File: src/rtl/alp_pkg.sv
package alp_pkg;

    typedef logic [1:0] lat_code_t;

    localparam lat_code_t LAT_ONE   = 2'd0;
    localparam lat_code_t LAT_TWO   = 2'd1;
    localparam lat_code_t LAT_THREE = 2'd2;

    typedef struct packed {
        lat_code_t remain;
        lat_code_t lat;
    } alp_state_t;

endpackage

File: src/rtl/alp_dep_stage.sv
module alp_dep_stage #(
    parameter int DATA_W = 32,
    parameter int BLK_W  = 4,
    localparam int NBLK  = DATA_W / BLK_W
) (
    input  logic [DATA_W-1:0] opa_i,
    input  logic [DATA_W-1:0] opb_i,
    output logic [NBLK-1:0]   dep_o
);

    function automatic logic blk_cout(input logic [BLK_W-1:0] x,
                                      input logic [BLK_W-1:0] y,
                                      input logic             cin);
        logic c;
        c = cin;
        for (int i = 0; i < BLK_W; i++) begin
            c = (x[i] & y[i]) | ((x[i] ^ y[i]) & c);
        end
        return c;
    endfunction

    for (genvar k = 0; k < NBLK; k++) begin : g_blk
        logic cand0;
        logic cand1;
        assign cand0    = blk_cout(opa_i[k*BLK_W +: BLK_W], opb_i[k*BLK_W +: BLK_W], 1'b0);
        assign cand1    = blk_cout(opa_i[k*BLK_W +: BLK_W], opb_i[k*BLK_W +: BLK_W], 1'b1);
        assign dep_o[k] = ~cand0 & cand1;
    end

endmodule

File: src/rtl/alp_run_stage.sv
module alp_run_stage #(
    parameter int NDEP = 7
) (
    input  logic [NDEP-1:0] dep_i,
    output logic [NDEP-1:0] thr_o
);

    for (genvar j = 1; j <= NDEP; j++) begin : g_len
        logic [NDEP-1:0] hit;
        for (genvar i = 0; i < NDEP; i++) begin : g_pos
            if (i + j <= NDEP) begin : g_in
                assign hit[i] = &dep_i[i +: j];
            end else begin : g_out
                assign hit[i] = 1'b0;
            end
        end
        assign thr_o[j-1] = |hit;
    end

endmodule

File: src/rtl/alp_encode.sv
module alp_encode
    import alp_pkg::*;
(
    input  logic      reach_two_i,
    input  logic      reach_three_i,
    output lat_code_t code_o
);

    always_comb begin
        if (reach_three_i) begin
            code_o = LAT_THREE;
        end else if (reach_two_i) begin
            code_o = LAT_TWO;
        end else begin
            code_o = LAT_ONE;
        end
    end

endmodule

File: src/rtl/adder_latency_predictor.sv
module adder_latency_predictor
    import alp_pkg::*;
#(
    parameter int DATA_W    = 32,
    parameter int BLK_W     = 4,
    parameter int LEN_TWO   = 5,
    parameter int LEN_THREE = 7
) (
    input  logic              clk,
    input  logic              rst_n,
    input  logic              start_i,
    input  logic [DATA_W-1:0] opa_i,
    input  logic [DATA_W-1:0] opb_i,
    output logic [1:0]        lat_now_o,
    output logic [1:0]        lat_reg_o,
    output logic              wait_o
);

    localparam int NBLK = DATA_W / BLK_W;
    localparam int NDEP = NBLK - 1;

    logic [NBLK-1:0] dep_all;
    logic [NDEP-1:0] thr;
    lat_code_t       code;
    alp_state_t      st_d, st_q;
    logic            accept;

    alp_dep_stage #(.DATA_W(DATA_W), .BLK_W(BLK_W)) dep_i (
        .opa_i (opa_i),
        .opb_i (opb_i),
        .dep_o (dep_all)
    );

    alp_run_stage #(.NDEP(NDEP)) run_i (
        .dep_i (dep_all[NBLK-1:1]),
        .thr_o (thr)
    );

    alp_encode enc_i (
        .reach_two_i   (thr[LEN_TWO-1]),
        .reach_three_i (thr[LEN_THREE-1]),
        .code_o        (code)
    );

    always_comb begin
        st_d   = st_q;
        accept = start_i && (st_q.remain == 2'd0);
        if (accept) begin
            st_d.lat    = code;
            st_d.remain = (code == LAT_ONE) ? 2'd0 : code - 2'd1;
        end else if (st_q.remain != 2'd0) begin
            st_d.remain = st_q.remain - 2'd1;
        end
    end

    always_ff @(posedge clk or negedge rst_n) begin
        if (!rst_n) begin
            st_q <= '0;
        end else begin
            st_q <= st_d;
        end
    end

    assign lat_now_o = code;
    assign lat_reg_o = st_q.lat;
    assign wait_o    = (st_q.remain != 2'd0) || (accept && code != LAT_ONE);

    for (genvar j = 1; j < NDEP; j++) begin : g_thr_chk
        AST_THR_ORDER: assert property (@(posedge clk) disable iff (!rst_n)
            thr[j] |-> thr[j-1]);
    end

    AST_CODE_LEGAL: assert property (@(posedge clk) disable iff (!rst_n)
        lat_now_o != 2'b11);

    AST_BLK0_IGNORED: assert property (@(posedge clk) disable iff (!rst_n)
        (dep_all[0] && dep_all[NBLK-1:1] == '0) |-> lat_now_o == LAT_ONE);

    AST_CAPTURE: assert property (@(posedge clk) disable iff (!rst_n)
        (start_i && !(st_q.remain != 2'd0)) |=> lat_reg_o == $past(lat_now_o));

    AST_HOLD_BUSY: assert property (@(posedge clk) disable iff (!rst_n)
        (st_q.remain != 2'd0) |=> $stable(lat_reg_o));

    AST_WAIT_TAIL: assert property (@(posedge clk) disable iff (!rst_n)
        (accept && lat_now_o == LAT_THREE) |=> wait_o);

    AST_WAIT_END: assert property (@(posedge clk) disable iff (!rst_n)
        (accept && lat_now_o != LAT_THREE) |=> (!wait_o || start_i));

endmodule

File: config.mk
export PLATFORM = sky130hd
export DESIGN_NAME = adder_latency_predictor
export DESIGN_NICKNAME = d
export VERILOG_FILES = /design/src/rtl/alp_pkg.sv /design/src/rtl/alp_dep_stage.sv /design/src/rtl/alp_run_stage.sv /design/src/rtl/alp_encode.sv /design/src/rtl/adder_latency_predictor.sv
export SDC_FILE = /design/constraint.sdc
export NUM_CORES = 1
export LEC_CHECK = 0
export BUFFER_PORTS_ARGS = -buffer_cell sky130_fd_sc_hd__buf_2
export CAP_MARGIN = 0
export CORE_MARGIN = 3
export CORE_UTILIZATION = 35
export CTS_BUF_LIST = sky130_fd_sc_hd__clkbuf_8
export DETAILED_ROUTE_END_ITERATION = 16
export HOLD_SLACK_MARGIN = 0.12
export PLACE_DENSITY_LB_ADDON = 0.08
export RECOVER_POWER = 100
export SLEW_MARGIN = 0
export SYNTH_ARGS = -nofsm -noshare
export SYNTH_HDL_FRONTEND = slang
export SYNTH_SLANG_ARGS = --single-unit
File: constraint.sdc
create_clock -name clk -period 3 [get_ports clk]
set_clock_uncertainty 0.1 [all_clocks]
set_input_delay 0 -clock clk [delete_from_list [all_inputs] [get_ports clk]]
set_output_delay 0 -clock clk [all_outputs]
set_load 0.1 [all_outputs]
## Word level (Yosys, flattened, before mapping)

Cells that the tools add are included.

| word-level totals | value |
|---|---|
| flip-flop bits (word level) | 4 |
| input port bits | 67 |

| operators by class | value |
|---|---|
| $add $sub $neg | 2 |
| mux-type cells | 5 |
| bitwise operators | 161 |
| reductions and logical operators | 13 |

Operator list:

| cell | count |
|---|---|
| bitwise AND 1 bit | 77 |
| OR 1 bit | 49 |
| bitwise XOR 1 bit | 28 |
| AND reduction 5 bit | 3 |
| 2-to-1 mux 2 bit | 4 |
| inverter 1 bit | 7 |
| AND reduction 7 bit | 1 |
| nonzero test 2 bit | 3 |
| logical NOT 2 bit | 2 |
| subtractor 2 x 1 -> 2 bit (second input constant) | 2 |
| OR reduction 3 bit | 1 |
| logical AND 1 bit | 2 |
| logical OR 1 bit | 1 |
| 2-to-1 mux 1 bit | 1 |

## Longest topological paths before layout

| depth | value |
|---|---|
| depth in word-level cells | 16 |
| mapped depth | 7 |
| mapped depth without buffers | 6 |

## Modules after synthesis

From an unflattened synthesis, not the netlist that was laid out.

| unflattened totals | value |
|---|---|
| cell total of the unflattened synthesis | 97 |
| area, all modules | 919.6 µm² |

Modules (own cells, without submodules):

| module | instances | cells an instance | area an instance (µm²) | sequential area each (µm²) |
|---|---|---|---|---|
| alp_dep_stage | 1 | 48 | 534.3 | 0.0 |
| adder_latency_predictor | 1 | 22 | 227.7 | 100.1 |
| alp_run_stage | 1 | 25 | 136.4 | 0.0 |
| alp_encode | 1 | 2 | 21.3 | 0.0 |

## Worst setup path after synthesis

No wires, ideal clock.

| timing path | value |
|---|---|
| kind | input port to output port |
| from | in opa_i[17] |
| to | out wait_o |
| arrival time | 3.364 ns |
| setup slack | -0.464 ns |
| stages | 5 |
| path buffers | 0 |
| cell sequence | ha_1 > or4b_1 > nor4_1 > nand4_1 > o31ai_1 |

| between the ends | value |
|---|---|
| cells in the longest elaborated chain, start to end | 16 |
| elaborated cells on any way between the ends | 26 |

Ends and longest elaborated chain:

| element | line | source |
|---|---|---|
| start, declared | adder_latency_predictor.sv:12 | `input logic [DATA_W-1:0] opa_i,` |
| bitwise XOR 1 bit | alp_dep_stage.sv:17 | `c = (x[i] & y[i]) \| ((x[i] ^ y[i]) & c);` |
| bitwise AND 1 bit | alp_dep_stage.sv:17 |  |
| OR 1 bit | alp_dep_stage.sv:17 |  |
| bitwise AND 1 bit | alp_dep_stage.sv:17 |  |
| OR 1 bit | alp_dep_stage.sv:17 |  |
| bitwise AND 1 bit | alp_dep_stage.sv:17 |  |
| OR 1 bit | alp_dep_stage.sv:17 |  |
| inverter 1 bit | alp_dep_stage.sv:27 | `assign dep_o[k] = ~cand0 & cand1;` |
| bitwise AND 1 bit (*) | alp_dep_stage.sv:27 |  |
| AND reduction 5 bit | alp_run_stage.sv:12 | `assign hit[i] = &dep_i[i +: j];` |
| OR reduction 3 bit | alp_run_stage.sv:17 | `assign thr_o[j-1] = \|hit;` |
| 2-to-1 mux 1 bit | alp_encode.sv:12 | `end else if (reach_two_i) begin` |
| 2-to-1 mux 2 bit (*) | alp_encode.sv:10 | `if (reach_three_i) begin` |
| nonzero test 2 bit (*) | adder_latency_predictor.sv:66 | `assign wait_o = (st_q.remain != 2'd0) \|\| (accept && code != LAT_ONE);` |
| logical AND 1 bit (*) | adder_latency_predictor.sv:66 |  |
| logical OR 1 bit (*) | adder_latency_predictor.sv:66 |  |
| end, declared | adder_latency_predictor.sv:16 | `output logic wait_o` |

Every way passes the cells marked *; elsewhere a longest branch is shown, timed or not.

## Worst setup path in the final report

Ends and elaborated chain as after synthesis.

==> metrics <==
leading register cell type out of synthesis=sky130_fd_sc_hd__dfrtp_1; GR met3 Demand/Resource=around 3.4%; ratio of cells with drive above 1 in the final layout=a little under half; global-route wire length before repair=~3.0 mm; first drt pass iteration count=3; Core Area=1858 um2; Critical Path Source=opa_i[17]; result of the run=completed; reg-to-reg setup timing slack=1.70 ns; cell chain of the critical path=buf_2 -> ha_1 -> or4b_1 -> nor4_1 -> nand4_1 -> o31ai_2 -> clkbuf_1; Max transition margin=between 20 and 25%; Power Density=about 370 nW/um2; cell area after technology mapping=between 700 and 800 um2; number of setup violations in the final report=0; number of gates resized after cts=0; Mean Syn Cell Area=around 9.6 um2; number of antenna repair diodes=0; slowest cell delay on critical path=about 0.89 ns; number of slew-limit violations in the final report=0; DR iter-0 viols=5; family of cells with the greatest summed delay on the critical path=buffers and inverters; summed negative setup slack over all endpoints=0 ns; warning count from the yosys run=0; part of the Yosys area used for sequential elements=between 10% and 20%; syn nets=165; synthesized instance count=76; top achievable clock speed=0.3988 GHz; Worst Setup Start Kind=primary input; proportion of power drawn by combinational gates=between 50% and 60%; aggregate global-route resource usage=approximately 15%; async set-or-reset flop fraction in the synthesized netlist=between 90% and 100%; top cell types by occurrence after synthesis=sky130_fd_sc_hd__ha_1 (22), sky130_fd_sc_hd__nand2_1 (5), sky130_fd_sc_hd__xnor2_1 (5); final antenna-violating net count=0; vias in the first global route=around 810; critical path class=in2out; routed length per instance=10.48 um; total wire length=about 1.8 mm; number of antenna violations at the first check in global routing=0; leftover overflow at the end of global routing=0; area added between synthesis and finish=52.22%; RSZ-0062 raised after global routing=false; CTS tree=built; Clock transition at path regs=0.03 ns; clock network fraction of design power=between 20% and 30%; max capacitance violation total=0; GR met1 Demand/Resource=~16%; worst endpoint required time=about 2.9 ns; final-layout worst hold slack=~0.13 ns; most frequent cell after synthesis=sky130_fd_sc_hd__ha_1; Remaining DRCs=0; layer carrying the most global-route usage=met2; post-CTS setup buffers=0; worst reg2reg endpoint=lat_reg_o[0]; number of unique standard cell types used by synthesis=28; library cell used as clock root buffer=sky130_fd_sc_hd__clkbuf_8; worst reg2reg startpoint=st_q[2]; H-tree levels=1; arrival time worst endpoint=2.41 ns; cell type with the highest aggregate area in the netlist=sky130_fd_sc_hd__ha_1; placed cell count=between 150 and 200; total clock buffers created by CTS=3; Net Switching=between 0.15 and 0.2 mW; final cycle utilization of the critical path=about 84%; terminating pin of the worst hold path=lat_reg_o[0]; detail-routed via count per cell=between 4 and 5; highest ir drop seen on vdd=between 0.2 and 0.25 mV; largest fanout of any net on the critical path=4; total number of placement rows=15; routability cong.=approximately 0.68; cell area after placement=between 1000 and 1500 um2; Via Count=between 800 and 900; min cycle time layout=between 2 and 3 ns; fin area=between 1000 and 1500 um2; Worst Hold Class=in2reg; die outline width=a little over 50 um; Int Pwr=~0.24 mW; count of final hold-check violations=0; worst min-delay path startpoint=opa_i[16]; number of nets at the end of the flow=approximately 230; critical path buffer and inverter count=2; utilization after layout=between 60% and 70%; sw frac=between 40% and 50%; depth of the worst register-to-register path=4; final cell count without fillers=167; largest buffer count on any clock path=2; detailed-placement wirelength estimate=between 1.5 and 2 mm; global-route track usage on met2=a little over a quarter; maximum number of pins on one net before global-route repair=8; filler cell count=approximately 190; number of synthesized register bits=4; clk_lat worst skew=approximately 0.22 ns; floorplan die height=51.77 um; transition time at the pin with the least slew margin=about 1.2 ns; I/O pins=just over 70; share of the synthesized area in the top cell type=between 30 and 40%; die area=between 2000 and 3000 um2; Critical Path Sink Type=output pin; Leak Pwr=0.6076 nW; Starting Density=between 30% and 40%; number of port buffers=between 60 and 70; Post-synth EDFFs=0; standard cell with the maximum stage delay on the critical path=sky130_fd_sc_hd__clkbuf_1; proportion of power drawn by flip-flops and latches=18.1%; hold-critical path depth=4; total clock sinks=4; main area contributors after synthesis=sky130_fd_sc_hd__ha_1 (38%), sky130_fd_sc_hd__dfrtp_1 (14%), sky130_fd_sc_hd__xnor2_1 (6.0%)
sequential cells by signal, summed over array words and instances (netlist names):
name and cells:
st_q 2, lat_reg_o 2
power by group through the flow:
stage	Clock (mW)	Sequential (mW)	Combinational, mW
detailed placement	0	0.0744	0.221
finish	0.114	0.0742	0.222
global placement	0	0.0739	0.212
CTS	0.117	0.0739	0.228
floorplan	0	0.0733	0.153
global route	0.124	0.0744	0.249
layout make-up:
class | count | area [um2] | area share, %
inverter | 4 | 15.01 | 1.345
clock buffer | 3 | 41.29 | 3.700
timing repair buffer | 66 | 341.6 | 30.61
sequential | 4 | 100.1 | 8.969
multi-input combinational | 65 | 586.8 | 52.58
tap | 25 | 31.28 | 2.803
per-stage QoR:
step                      setup WS (ns)  power, mW
after floorplan                  0.2672     0.2268
after global placement           0.6605     0.2859
after detailed placement         0.6636     0.2950
after CTS                        0.6563     0.4193
after global routing             0.3771     0.4469
final                            0.4922     0.4105
cells in the final DEF, fill, tap and decap left out, types with 4 or more instances in the layout:
master | Yosys | routed
sky130_fd_sc_hd__inv_1 | 4 | 4
sky130_fd_sc_hd__nand4b_1 | 4 | 4
sky130_fd_sc_hd__dfrtp_1 | 4 | 4
sky130_fd_sc_hd__ha_1 | 22 | 22
sky130_fd_sc_hd__nand2_1 | 5 | 5
sky130_fd_sc_hd__xnor2_1 | 5 | 5
sky130_fd_sc_hd__buf_2 | 0 | 59
sky130_fd_sc_hd__nor2_1 | 4 | 4
what timing repair did:
item | in CTS | in global routing
endpoints found under the setup margin | 0 | 0
hold buffers | 3 | 0
endpoints found under the hold margin | 8 | 0
metal layers:
metal	up-vias	part of all wire (%)	wire, um
li1	421	-	-
met5	-	0	0
met2	33	53	921
met1	352	36	628
met3	3	9.7	169
met4	0	1.7	30
worst max-delay path by stage:
| stage | end | slack [ns] | cells past startpoint |
|---|---|---|---|
| after floorplan | lat_now_o[0] | 0.27 | 6 |
| after global placement | lat_now_o[1] | 0.66 | 8 |
| after detailed placement | lat_now_o[1] | 0.66 | 8 |
| after CTS | lat_now_o[1] | 0.66 | 8 |
| after global routing | wait_o | 0.38 | 7 |
| final | wait_o | 0.49 | 7 |
worst register-to-register path, delay by kind of cell, from the launching register on:
kind                     cells  cell delay (ns)
AO/OA/AOI/OAI                1             0.21
flip-flops                   1             0.35
buffers and inverters        1             0.09
adder cells (fa/ha/maj)      1             0.30
AND/OR/NAND/NOR              1             0.15
cells by family after synthesis:
family,after synthesis,share of synthesized area (%)
AO/OA/AOI/OAI,7,5.801
multiplexers,1,1.365
buffers and inverters,7,5.119
AND/OR/NAND/NOR,28,28.16
XOR/XNOR,7,8.362
adder cells (fa/ha/maj),22,37.54
flip-flops,4,13.65
Note: power is estimated with default switching activity, not from simulation.
